[src/rtl/cfgclk_pkg.sv]
package cfgclk_pkg;

  localparam int unsigned REG_STRIDE = 4;
  localparam int unsigned OFS_COUNT  = 'h08;
  localparam int unsigned OFS_STATUS = 'h0C;

  typedef enum logic [1:0] {
    SEQ_IDLE = 2'd0,
    SEQ_LOW  = 2'd1,
    SEQ_HIGH = 2'd2
  } seq_state_e;

  // Cycles in one phase (high or low) for a divider setting.
  function automatic int unsigned phase_cycles(input int unsigned div);
    return div + 1;
  endfunction

  // Cycles from the capturing write edge to the edge that sets done.
  function automatic int unsigned burst_cycles(input int unsigned n,
                                               input int unsigned div);
    return 2 * n * phase_cycles(div);
  endfunction

  function automatic int unsigned word_index(input int unsigned byte_ofs);
    return byte_ofs / REG_STRIDE;
  endfunction

endpackage

[src/rtl/cfgclk_divider.sv]
module cfgclk_divider #(
  parameter int DIV_W = 8
) (
  input  logic             clk,
  input  logic             rst_n,
  input  logic             run,
  input  logic [DIV_W-1:0] div_val,
  output logic             tick
);

  logic [DIV_W-1:0] cnt_q;

  assign tick = run && (cnt_q == div_val);

  always_ff @(posedge clk or negedge rst_n) begin
    if (!rst_n) begin
      cnt_q <= '0;
    end else if (!run || tick) begin
      cnt_q <= '0;
    end else begin
      cnt_q <= cnt_q + DIV_W'(1);
    end
  end

endmodule

[src/rtl/cfgclk_pulse_seq.sv]
module cfgclk_pulse_seq
  import cfgclk_pkg::*;
#(
  parameter int CNT_W = 16,
  parameter int DIV_W = 8
) (
  input  logic             clk,
  input  logic             rst_n,
  input  logic             start_ev,
  input  logic [CNT_W-1:0] start_cnt,
  input  logic [DIV_W-1:0] div_in,
  input  logic             tick,
  output logic             busy,
  output logic             cfg_clk,
  output logic             finish_ev,
  output logic [DIV_W-1:0] div_q,
  output logic [CNT_W-1:0] remaining
);

  seq_state_e state_q;

  assign busy      = (state_q != SEQ_IDLE);
  assign cfg_clk   = (state_q == SEQ_HIGH);
  assign finish_ev = (state_q == SEQ_HIGH) && tick && (remaining == CNT_W'(1));

  always_ff @(posedge clk or negedge rst_n) begin
    if (!rst_n) begin
      state_q   <= SEQ_IDLE;
      remaining <= '0;
      div_q     <= '0;
    end else begin
      unique case (state_q)
        SEQ_IDLE: begin
          if (start_ev) begin
            state_q   <= SEQ_LOW;
            remaining <= start_cnt;
            div_q     <= div_in;
          end
        end
        SEQ_LOW: begin
          if (tick) state_q <= SEQ_HIGH;
        end
        SEQ_HIGH: begin
          if (tick) begin
            remaining <= remaining - CNT_W'(1);
            state_q   <= finish_ev ? SEQ_IDLE : SEQ_LOW;
          end
        end
        default: state_q <= SEQ_IDLE;
      endcase
    end
  end

endmodule

[src/rtl/cfgclk_regs.sv]
module cfgclk_regs
  import cfgclk_pkg::*;
#(
  parameter int ADDR_W = 8,
  parameter int DATA_W = 32,
  parameter int CNT_W  = 16
) (
  input  logic              clk,
  input  logic              rst_n,
  input  logic [ADDR_W-1:0] bus_addr,
  input  logic              bus_wr,
  input  logic [DATA_W-1:0] bus_wdata,
  input  logic              bus_rd,
  output logic [DATA_W-1:0] bus_rdata,
  input  logic              busy,
  input  logic              finish_ev,
  output logic              start_ev,
  output logic              zero_ev,
  output logic              drop_ev,
  output logic              clr_ev,
  output logic [CNT_W-1:0]  count_q,
  output logic              done_q
);

  localparam int IDX_W = ADDR_W - 2;
  localparam logic [IDX_W-1:0] COUNT_IDX  = IDX_W'(word_index(OFS_COUNT));
  localparam logic [IDX_W-1:0] STATUS_IDX = IDX_W'(word_index(OFS_STATUS));

  logic [IDX_W-1:0] widx;
  logic             count_wr;
  logic             status_wr;
  logic [CNT_W-1:0] wcount;
  logic             unused_bits;

  assign widx        = bus_addr[ADDR_W-1:2];
  assign wcount      = bus_wdata[CNT_W-1:0];
  assign unused_bits = ^{bus_wdata[DATA_W-1:CNT_W], bus_addr[1:0]};

  assign count_wr  = bus_wr && (widx == COUNT_IDX);
  assign status_wr = bus_wr && (widx == STATUS_IDX);
  assign start_ev  = count_wr && !busy && (wcount != '0);
  assign zero_ev   = count_wr && !busy && (wcount == '0);
  assign drop_ev   = count_wr && busy;
  assign clr_ev    = status_wr && bus_wdata[0];

  always_ff @(posedge clk or negedge rst_n) begin
    if (!rst_n) begin
      count_q <= '0;
      done_q  <= 1'b0;
    end else begin
      if (count_wr && !busy) count_q <= wcount;
      if (finish_ev || zero_ev) begin
        done_q <= 1'b1;
      end else if (clr_ev) begin
        done_q <= 1'b0;
      end
    end
  end

  always_ff @(posedge clk or negedge rst_n) begin
    if (!rst_n) begin
      bus_rdata <= '0;
    end else if (bus_rd) begin
      if (widx == COUNT_IDX) begin
        bus_rdata <= {{(DATA_W-CNT_W){1'b0}}, count_q};
      end else if (widx == STATUS_IDX) begin
        bus_rdata <= {{(DATA_W-1){1'b0}}, done_q};
      end else begin
        bus_rdata <= '0;
      end
    end
  end

endmodule

[src/rtl/cfgclk_burst_gen.sv]
module cfgclk_burst_gen #(
  parameter int ADDR_W = 8,
  parameter int CNT_W  = 16,
  parameter int DIV_W  = 8
) (
  input  logic              clk,
  input  logic              rst_n,
  input  logic [DIV_W-1:0]  clk_div,
  input  logic [ADDR_W-1:0] bus_addr,
  input  logic              bus_wr,
  input  logic [31:0]       bus_wdata,
  input  logic              bus_rd,
  output logic [31:0]       bus_rdata,
  output logic              cfg_clk
);

  logic             busy;
  logic             tick;
  logic             start_ev;
  logic             zero_ev;
  logic             drop_ev;
  logic             clr_ev;
  logic             finish_ev;
  logic             done_q;
  logic [CNT_W-1:0] count_q;
  logic [CNT_W-1:0] remaining;
  logic [DIV_W-1:0] div_q;

  cfgclk_regs #(
    .ADDR_W(ADDR_W),
    .DATA_W(32),
    .CNT_W (CNT_W)
  ) u_regs (
    .clk      (clk),
    .rst_n    (rst_n),
    .bus_addr (bus_addr),
    .bus_wr   (bus_wr),
    .bus_wdata(bus_wdata),
    .bus_rd   (bus_rd),
    .bus_rdata(bus_rdata),
    .busy     (busy),
    .finish_ev(finish_ev),
    .start_ev (start_ev),
    .zero_ev  (zero_ev),
    .drop_ev  (drop_ev),
    .clr_ev   (clr_ev),
    .count_q  (count_q),
    .done_q   (done_q)
  );

  cfgclk_divider #(
    .DIV_W(DIV_W)
  ) u_div (
    .clk    (clk),
    .rst_n  (rst_n),
    .run    (busy),
    .div_val(div_q),
    .tick   (tick)
  );

  cfgclk_pulse_seq #(
    .CNT_W(CNT_W),
    .DIV_W(DIV_W)
  ) u_seq (
    .clk      (clk),
    .rst_n    (rst_n),
    .start_ev (start_ev),
    .start_cnt(bus_wdata[CNT_W-1:0]),
    .div_in   (clk_div),
    .tick     (tick),
    .busy     (busy),
    .cfg_clk  (cfg_clk),
    .finish_ev(finish_ev),
    .div_q    (div_q),
    .remaining(remaining)
  );

endmodule

[config.mk]
export PLATFORM = sky130hd
export DESIGN_NAME = cfgclk_burst_gen
export DESIGN_NICKNAME = d
export VERILOG_FILES = /design/src/rtl/cfgclk_pkg.sv /design/src/rtl/cfgclk_divider.sv /design/src/rtl/cfgclk_pulse_seq.sv /design/src/rtl/cfgclk_regs.sv /design/src/rtl/cfgclk_burst_gen.sv
export SDC_FILE = /design/constraint.sdc
export NUM_CORES = 1
export LEC_CHECK = 0
export ABC_AREA = 1
export ABC_CLOCK_PERIOD_IN_PS = 2770
export BUFFER_PORTS_ARGS = -buffer_cell sky130_fd_sc_hd__clkbuf_2
export CAP_MARGIN = 20
export CORE_UTILIZATION = 60
export CTS_BUF_LIST = sky130_fd_sc_hd__clkbuf_2 sky130_fd_sc_hd__clkbuf_4 sky130_fd_sc_hd__clkbuf_8
export CTS_CLUSTER_DIAMETER = 150
export CTS_CLUSTER_SIZE = 28
export DETAILED_ROUTE_END_ITERATION = 12
export PLACE_DENSITY = 0.88
export SYNTH_ARGS = -nofsm -noshare
export SYNTH_HDL_FRONTEND = slang
export SYNTH_SLANG_ARGS = --single-unit
[constraint.sdc]
create_clock -name clk -period 2.77 [get_ports clk]
set_clock_uncertainty 0.1 [all_clocks]
set_input_delay 0.554 -clock clk [delete_from_list [all_inputs] [get_ports clk]]
set_output_delay 0.554 -clock clk [all_outputs]
set_load 0.02 [all_outputs]
## Yosys cells after proc, flatten, opt, wreduce, memory -nomap -nowiden

Index checks and enable logic that the tools add are counted.

- $add $sub $neg: 2
- Equality and inequality tests: 9
- Muxes and demuxes: 13
- Reduce and logical (&&, ||, !) cells: 21

Operators by type and width:

| operator | number |
|---|---|
| $mux 16 | 2 |
| $mux 32 | 1 |
| $pmux 16 s2 | 1 |
| $eq 16x1->1 const B | 1 |
| $logic_not 16->1 | 1 |
| $reduce_bool 16->1 | 1 |
| $sub 16x1->16 const B | 1 |
| $eq 6x2->1 const B | 2 |
| $logic_and 1x1->1 | 9 |
| $add 8x1->8 const B | 1 |
| $eq 8x8->1 | 1 |
| $mux 8 | 1 |
| $mux 2 | 3 |
| $pmux 2 s3 | 1 |
| $reduce_and 3->1 | 2 |
| $reduce_bool 2->1 | 3 |
| $mux 1 | 4 |
| $ne 2x2->1 const B | 2 |
| $eq 2x1->1 const B | 1 |
| $eq 2x2->1 const B | 1 |
| $logic_not 2->1 | 1 |
| $logic_or 1x1->1 | 2 |
| $ne 2x1->1 const B | 1 |
| $reduce_and 2->1 | 1 |
| $logic_not 1->1 | 1 |

- Flip-flop bits (word level): 83
- Bits of input ports: 52
- Output and inout bits: 33
- Word-level logic and storage cells: 52

## Logic depth before layout (Yosys ltp)

Gate-level depths: netlist of run 1.

- Depth in word-level cells: 7
- Mapped depth: 11
- Gate-level depth less buffers: 11

## Cells and area by module

From an unflattened synthesis of run 1, not the netlist that was laid out.

- Cells, all modules: 500
- Area, all modules: 3824.9 µm²

Modules (own cells, without submodules):

| module | instances | cells each | area an instance (µm²) | sequential area each (µm²) |
|---|---|---|---|---|
| cfgclk_pulse_seq | 1 | 225 | 1689.1 | 650.6 |
| cfgclk_regs | 1 | 203 | 1620.3 | 825.8 |
| cfgclk_divider | 1 | 72 | 515.5 | 200.2 |

## Worst setup path before layout of run 1

OpenSTA, ideal clock, no wires.

- Kind: reg-to-output
- Start: register u_seq.state_q[0]
- End: output port cfg_clk
- Arrival: 1005 ps
- Data required time: 2116 ps
- Slack: 1111 ps
- Stages on the path, launching flop included: 3
- Path through: dfrtp_1 nor2_2 clkbuf_1

- Cells in the longest elaborated chain, start to end: 1

Ends and longest elaborated chain:

| item | RTL line | text |
|---|---|---|
| from (decl) | cfgclk_pulse_seq.sv:20 | `seq_state_e state_q;` |
| from (signal assigned) | cfgclk_pulse_seq.sv:46 | `state_q <= finish_ev ? SEQ_IDLE : SEQ_LOW;` |
| $eq 2x2->1 | cfgclk_pulse_seq.sv:23 | `assign cfg_clk = (state_q == SEQ_HIGH);` |
| to (decl) | cfgclk_burst_gen.sv:14 | `output logic cfg_clk` |

No other way between the ends.

## Worst setup path after layout of run 1

Same ends and word-level chain as after synthesis.

==> results.toml, run 1 <==
[pwr]
p_int_mw = 1.588
ir_worst_vdd_v = 0.0003727
comb_power_share = 0.098
power.density_mw_per_mm2 = 521.3
p_switching_uw = 555.1
clkPwrFrac = 0.413
seqPwrFrac = 0.489
power.share.switching = 0.2591
leakage_nw = 2.100
finalPower_mw = 2.143

[critical_path]
arrival_ns = 1.31
worst_path_largest_cell_delay_ns = 0.40
critical_path.max_fanout = 5
cp_top_family = "flip-flops"
worstSetupPathType = "flip-flop to output pin"
critPathLaunchType = "flip-flop"
crit_slowest_cell = "dfrtp_1"
path_cells = "nor2_2 -> clkbuf_2"
r2r-start = "u_seq.remaining[0]"
endpoint_kind = "output pin"
ff2ff_setup_slack_ns = 0.88
reg2reg_depth = 11
r2r-end = "u_seq.remaining[14]"
required_ns = 2.12
path_buf_inv = 1

[grt]
grt_busiest_layer = "met2"
met1_usage = 0.3233
met3_usage = 0.05600
track_usage = 0.2787
grt_pass1_vias = 3115
gr-total-overflow = 0
grt_use_met2 = 0.5000
antenna_found_initial = 0
grt_pass1_wl_um = 13530
grt_max_degree = 45

[clock_network]
postCtsSetupBuffers = 0
hold_buffers = 0
clock_latency_ns = 0.35
cts_tree = "done"
ctsRootBufferMaster = "clkbuf_8"
cts_resized = 0
ctsHtreeMaxLevel = 3
path_clk_slew_ns = 0.08
cts.sinks = 67
numCtsBuffers = 9
clock_path_buffers = 2

[sta]
rsz0062_at_grt = "false"
period_minus_slack_ns = 1.961
relSlewSlack = 0.5677
slew_violations = 0
tightest_slew_ns = 0.6484
fin_tns_setup_ns = 0
max_freq_ghz = 0.5100
hold_violations = 0
setup_viol = 0
finalCritPeriodShare = 0.7079

[synthesis]
yosys_register_bits = 67
yosysWarningCount = 0
syn_area_per_cell_um2 = 7.464
synth.distinct_cells = 30
ys_seq_area_frac = 0.4594
synth_cells = 489
netlist_area_mm2 = 0.003650

[drt]
first_pass_iters = 10
drc_errors = 2
drtIter0Drc = 277
via_count = 3295
wl_per_cell_um = 13.45
wl_um = 8313
antenna_left = 0
viasPerCell = 5.332

[floorplan]
io_pins = 85
dieArea_mm2 = 0.006399
rows = 28
initial_core_util = 0.6201
die_y_um = 80.00
core_area_mm2 = 0.005886
die_width_um = 80.00

[cells_and_area]
layout_common_cells = "nand2_1 (177), dfrtp_1 (67), clkbuf_2 (50)"
final_util = 0.6983
final_common_cell = "nand2_1"
fillCellCount = 460
final_layout_size_suffix_gt1_frac = 0.1621
finalNonFillerCells = 618
area_growth_pct = 12.62
final_nets = 593
insertedDiodeCount = 0

[outcome]
violations = "DRC"
status = "complete, but fails checks"

[placement]
gp_congestion = 0.9054
dp_hpwl_um = 5892
dp.cells = 602
port_buffers = 50

[hold_path]
hold_path_class = "input port to async pin"

[run]
cap_violations = 0
-- worst max-delay path by stage --
stage	to	cells past startpoint	from	slack [ns]
after floorplan	cfg_clk	2	u_seq.state_q[0]	1.11
after global placement	u_seq.remaining[10]	9	bus_wdata[7]	0.72
after detailed placement	u_seq.remaining[5]	9	bus_wdata[7]	0.68
after CTS	cfg_clk	2	u_seq.state_q[0]	0.80
after global routing	u_seq.remaining[14]	11	u_seq.remaining[0]	0.66
final	cfg_clk	2	u_seq.state_q[0]	0.81
-- metal layers --
layer / routed length (um) / vias to the layer above
met3: 502 / 14
met4: 138 / 0
met2: 4166 / 118
met5: 0 / -
li1: - / 1596
met1: 3506 / 1567
-- synth_stat cells (all sizes together) --
cell type	instances	share of area
a21oi	6	0.0082
a22oi	1	0.0021
buf	20	0.043
clkbuf	10	0.010
clkinv	1	0.0024
conb	1	0.0010
dfrtp	67	0.46
ha	3	0.010
inv	46	0.047
nand2	181	0.19
nand3	33	0.049
nand3b	2	0.0041
nand4	9	0.020
nor2	50	0.060
nor3	4	0.0055
o21ai	42	0.058
o22ai	1	0.0017
or2	1	0.0017
xnor2	7	0.017
xor2	4	0.0096
-- final cells by class --
class | instances | area, um2 | area share
Multi-Input combinational cell | 360 | 1655 | 0.4027
Clock inverter | 3 | 45.04 | 0.01096
Tap cell | 75 | 93.84 | 0.02283
Sequential cell | 67 | 1677 | 0.4079
Timing Repair Buffer | 53 | 285.3 | 0.06941
Clock buffer | 13 | 172.7 | 0.04201
Inverter | 47 | 181.4 | 0.04414
-- sequential cells by signal (all words and copies together) (netlist names) --
register,flops
u_div.cnt_q,8
u_seq.state_q,2
u_seq.remaining,16
u_regs.done_q,1
u_seq.div_q,8
u_regs.bus_rdata,16
u_regs.count_q,16
-- logic make-up (layout without fill, tap and decap cells) --
logic type	count (synthesis)	count (layout)	share of synthesized area
adders and majority gates	3	3	0.01029
other	1	16	0.001027
xor gates and xnor gates	11	11	0.02640
AOI/OAI and AO/OA	50	50	0.06959
and+or+nand+nor	280	280	0.3308
DFF	67	67	0.4594
buffers and inverters	77	116	0.1025
-- power groups by stage --
| stage | Clock [mW] | Sequential [mW] | Combinational [mW] |
|---|---|---|---|
| 6_report | 0.884 | 1.05 | 0.210 |
| 5_1_grt | 0.921 | 1.05 | 0.238 |
| 4_1_cts | 0.883 | 1.05 | 0.211 |
| 3_5_place_dp | 0 | 1.07 | 0.208 |
| 3_3_place_gp | 0 | 1.06 | 0.197 |
| 2_1_floorplan | 0 | 1.06 | 0.151 |
-- stage by stage --
| step | hold slack [ns] | setup WS, ns | cell area, um2 |
|---|---|---|---|
| after floorplan | 0.1584 | 1.111 | 3706 |
| after global placement | 0.3641 | 0.7174 | 3892 |
| after detailed placement | 0.3724 | 0.6807 | 3892 |
| after CTS | 0.1348 | 0.8043 | 4110 |
| after global routing | 0.1619 | 0.6607 | 4110 |
| final | 0.1118 | 0.8092 | 4110 |
Power figures use the tool's default switching activity.
==> run 2: changes to the inputs <==
ABC_CLOCK_PERIOD_IN_PS = 2100   (was 2770)
CORE_UTILIZATION = 56   (was 60)
PLACE_DENSITY = 0.83   (was 0.88)
clock period = 2.1 ns   (was 2.77 ns; I/O delays follow)
==> run 2 against run 1 <==
The run now ends clean; die area up 7.0%; sequential power rose by 31%; global-route usage fell by 2.8 points; combinational power up 32%; sequential share of layout area fell by 1.1 points; via count decreased by 1.8%; highest routed layer unchanged.
==> results.toml, run 2 (synthesized netlist as in run 1, its figures left out) <==
[cells_and_area]
reg_top3 = "u_regs.bus_rdata (16), u_regs.count_q (16), u_seq.remaining (16)"
regArea_mm2 = 0.001677
fillCellCount = 523
layout_common_cells = "nand2_1 (177), dfrtp_1 (67), clkbuf_2 (50)"
final_util = 0.6685
final_nets = 599
multi_input_area_mm2 = 0.001658
design_area_mm2 = 0.004220
final_layout_size_suffix_gt1_frac = 0.1712
area_growth_pct = 15.63
insertedDiodeCount = 0
finalNonFillerCells = 626
final_common_cell = "nand2_1"

[pwr]
finalPower_mw = 3.211
power.density_mw_per_mm2 = 760.9
leakage_nw = 2.161
ir_worst_vdd_v = 0.0004696

[clock_network]
clock_latency_ns = 0.35
path_clk_slew_ns = 0.07
clock_path_buffers = 2
cts.sinks = 67
ctsHtreeMaxLevel = 3
numCtsBuffers = 9
cts_tree = "done"
ctsRootBufferMaster = "clkbuf_8"
postCtsSetupBuffers = 0

[placement]
dp.cells = 609
gp_congestion = 0.9222
port_buffers = 50
postPlaceCellArea_mm2 = 0.003920
dp_slack_ns = 0.2154
dp_hpwl_um = 5629

[grt]
met3_usage = 0.06154
grt_pass1_wl_um = 12760
grt_busiest_layer = "met2"
met1_usage = 0.3047
antenna_found_initial = 0
grt_pass1_vias = 2938
grt_use_met2 = 0.4385
track_usage = 0.2511
gr-total-overflow = 0
grt_max_degree = 39

[sta]
rsz0062_at_grt = "false"
period_minus_slack_ns = 1.905
worst_hold_slack_ns = 0.1950
setup_viol = 0
max_freq_ghz = 0.5250
hold_violations = 0
slew_violations = 0
finalCritPeriodShare = 0.9070
setup_ws_ns = 0.1953
fin_tns_setup_ns = 0

[critical_path]
endpoint_kind = "output pin"
arrival_ns = 1.38
r2r-start = "u_seq.remaining[0]"
required_ns = 1.58
critical_path.max_fanout = 6
path_buf_inv = 2
worstSetupPathType = "flip-flop to output pin"
cp_top_family = "flip-flops"
crit_slowest_cell = "dfrtp_1"
critPathLaunch = "u_seq.state_q[0]"
worst_path_largest_cell_delay_ns = 0.40
critPathLaunchType = "flip-flop"
path_cells = "nor2_2 -> buf_4 -> clkbuf_2"

[floorplan]
die_y_um = 82.73
rows = 29
dieArea_mm2 = 0.006844
initial_core_util = 0.5781
core_area_mm2 = 0.006314
io_pins = 85
die_width_um = 82.73

[drt]
first_pass_iters = 5
antenna_left = 0
viasPerCell = 5.171
wl_um = 7805
wl_per_cell_um = 12.47
drc_errors = 0
via_count = 3237
drtIter0Drc = 173

[outcome]
status = "finished, final reports clean"

[run]
cap_violations = 0

[hold_path]
hold_path_class = "input port to flip-flop"
hp-start = "clk_div[0]"
==> run 2: changes by cell type in the layout (fill, tap and decap cells not counted) <==
| cell | before | now |
|---|---|---|
| clkinv_4 | 1 | 2 |
| clkinvlp_4 | 2 | 0 |
| clkbuf_4 | 1 | 0 |
| clkinv_2 | 0 | 1 |
| nor2_2 | 6 | 7 |
| nor2_1 | 42 | 41 |
| buf_4 | 2 | 8 |
| buf_12 | 1 | 0 |
| clkbuf_8 | 12 | 9 |
| dlygate4sd3_1 | 0 | 1 |
| bufinv_16 | 1 | 5 |
==> run 2: cell type report <==
cell class | count | share of cell area
Clock inverter | 7 | 0.03884
Sequential cell | 67 | 0.3973
Multi-Input combinational cell | 360 | 0.3928
Tap cell | 77 | 0.02283
Timing Repair Buffer | 59 | 0.07590
Clock buffer | 9 | 0.02935
Inverter | 47 | 0.04299
==> run 2: repair_timing <==
action,4_1_cts,5_1_grt
hold buffers,1,0
setup endpoints to repair,0,3
gates resized for setup,0,1
endpoints found under the hold margin,3,0
==> run 2: worst paths after layout <==
path,endpoint,slack (ns),cells past startpoint
worst max-delay path,cfg_clk,0.20,3
worst min-delay path,u_seq.div_q[0],0.19,3
worst max register to register,u_seq.remaining[14],0.28,11
worst min register to register,u_regs.bus_rdata[12],0.39,2
max in group asynchronous,u_regs.bus_rdata[12],0.93,3
min in group asynchronous,u_regs.bus_rdata[15],0.31,2
==> run 2: per-layer routing <==
layer / part of all wire / wire (um)
met2: 0.49 / 3786
met4: 0.014 / 108
met1: 0.45 / 3506
met5: 0 / 0
met3: 0.052 / 404
==> run 2: worst min-delay path: stages <==
cell      delay, ns
clkbuf_2       0.08
nand3_1        0.07
nand2_1        0.05
==> run 2: power by group <==
part | total (mW) | switching [mW] | internal, mW
Sequential | 1.38 | 0.0487 | 1.34
Clock | 1.55 | 0.521 | 1.03
Combinational | 0.277 | 0.178 | 0.0987
==> run 3: changes to the inputs <==
ABC_CLOCK_PERIOD_IN_PS = not set   (was 2100)
RECOVER_POWER = 25   (was not set)
==> run 3 against run 2 <==
Setup slack about the same; cell count unchanged; critical path depth unchanged; routed wire length increased by 0.26%; critical path type unchanged; combinational power about the same; sequential share of layout area about the same; critical endpoint unchanged; sequential power about the same.
==> results.toml, run 3 (synthesized netlist as in run 1, its figures left out) <==
[outcome]
status = "finished, final reports clean"

[sta]
period_minus_slack_ns = 1.904
fin_tns_setup_ns = 0
tightest_slew_ns = 0.6618
slew_violations = 0
finalCritPeriodShare = 0.9069
worst_hold_slack_ns = 0.1968
hold_violations = 0
rsz0062_at_grt = "false"
relSlewSlack = 0.5588
max_freq_ghz = 0.5251
setup_ws_ns = 0.1956
setup_viol = 0

[cells_and_area]
final_layout_size_suffix_gt1_frac = 0.1676
finalNonFillerCells = 626
reg_top3 = "u_regs.bus_rdata (16), u_regs.count_q (16), u_seq.remaining (16)"
final_nets = 599
layout_common_cells = "nand2_1 (177), dfrtp_1 (67), clkbuf_2 (49)"
final_common_cell = "nand2_1"
insertedDiodeCount = 0
area_growth_pct = 15.50

[drt]
drtIter0Drc = 173
drc_errors = 0
wl_per_cell_um = 12.50
antenna_left = 0
via_count = 3236
viasPerCell = 5.169
wl_um = 7825
first_pass_iters = 5

[critical_path]
required_ns = 1.58
worst_path_largest_cell_delay_ns = 0.40
critical_path.max_fanout = 6
crit_slowest_cell = "dfrtp_1"
ff2ff_setup_slack_ns = 0.28
r2r-start = "u_seq.remaining[0]"
reg2reg_depth = 11
critPathLaunchType = "flip-flop"
endpoint_kind = "output pin"
path_cells = "nor2_2 -> buf_4 -> clkbuf_2"
r2r-end = "u_seq.remaining[14]"
worstSetupPathType = "flip-flop to output pin"
arrival_ns = 1.38

[clock_network]
clock_path_buffers = 2
cts_tree = "done"
path_clk_slew_ns = 0.07
numCtsBuffers = 9
ctsRootBufferMaster = "clkbuf_8"
cts.sinks = 67
clock_latency_ns = 0.35
ctsHtreeMaxLevel = 3
postCtsSetupBuffers = 0

[pwr]
leakage_nw = 2.154
power.density_mw_per_mm2 = 761.7
finalPower_mw = 3.211
ir_worst_vdd_v = 0.0004697

[grt]
track_usage = 0.2511
antenna_found_initial = 0
gr-total-overflow = 0
grt_pass1_vias = 2938
grt_pass1_wl_um = 12760
grt_max_degree = 39

[hold_path]
hold_path_class = "input port to flip-flop"
hp-start = "clk_div[0]"
whs_path_depth = 3
min_to = "u_seq.div_q[0]"

[floorplan]
initial_core_util = 0.5781
dieArea_mm2 = 0.006844
core_area_mm2 = 0.006314
die_width_um = 82.73
die_y_um = 82.73
rows = 29
io_pins = 85

[placement]
dp_slack_ns = 0.2154
dp.cells = 609
port_buffers = 50
dp_hpwl_um = 5629
gp_congestion = 0.9222

[run]
cap_violations = 0
==> run 3: cell types whose count changed in the layout (fill, tap and decap cells not counted), sizes merged <==
cell    before  now
clkbuf      59   60
buf          8    7
==> run 3: layout make-up <==
cell class	count	area [um2]
well taps	77	96.34
clock buffers	9	123.9
repair buffers	59	315.3
flip-flops and latches	67	1677
clock inverters	7	163.9
fillers	525	2098
multi-input cells	360	1658
inverters	47	181.4
==> run 3: report_power, final <==
| group | switching (mW) | internal (mW) | leakage [nW] |
|---|---|---|---|
| Clock | 0.521 | 1.03 | 0.143 |
| Combinational | 0.178 | 0.0976 | 1.19 |
| Sequential | 0.0489 | 1.34 | 0.819 |
| Total | 0.748 | 2.46 | 2.15 |
==> run 3: worst max-delay path, delay by kind of cell (launching register included) <==
family | cells | cell delay (ns)
simple gates | 1 | 0.26
buf+inv | 2 | 0.38
flops | 1 | 0.40
==> run 3: per-layer routing <==
| layer | up-vias | GRT usage | wire [um] |
|---|---|---|---|
| li1 | 1614 | - | - |
| met1 | 1515 | 0.3047 | 3524 |
| met2 | 97 | 0.4385 | 3800 |
| met3 | 10 | 0.06154 | 408 |
| met4 | 0 | 0.07414 | 91 |
| met5 | - | 0 | 0 |
==> run 3: worst max path at each step <==
stage	from	endpoint	slack [ns]	depth (start not counted)
after floorplan	u_seq.remaining[0]	u_seq.remaining[14]	0.51	11
after global placement	u_seq.remaining[0]	u_seq.remaining[14]	0.24	11
after detailed placement	u_seq.remaining[0]	u_seq.remaining[14]	0.22	11
after CTS	u_seq.state_q[0]	cfg_clk	0.19	3
after global routing	u_seq.remaining[0]	u_seq.remaining[12]	0.06	10
final	u_seq.state_q[0]	cfg_clk	0.20	3
==> run 3: per-stage QoR <==
step / area [um2] / utilization
final: 4215 / 0.6677
after global routing: 4215 / 0.6677
after CTS: 4218 / 0.6681
after detailed placement: 3920 / 0.6209
after global placement: 3920 / 0.6209
after floorplan: 3706 / -
==> run 3: repair_timing <==
| item | in CTS | in global routing |
|---|---|---|
| gates resized for setup | 0 | 1 |
| hold buffers | 1 | 0 |
| endpoints found under the hold margin | 3 | 0 |
| endpoints found under the setup margin | 0 | 3 |
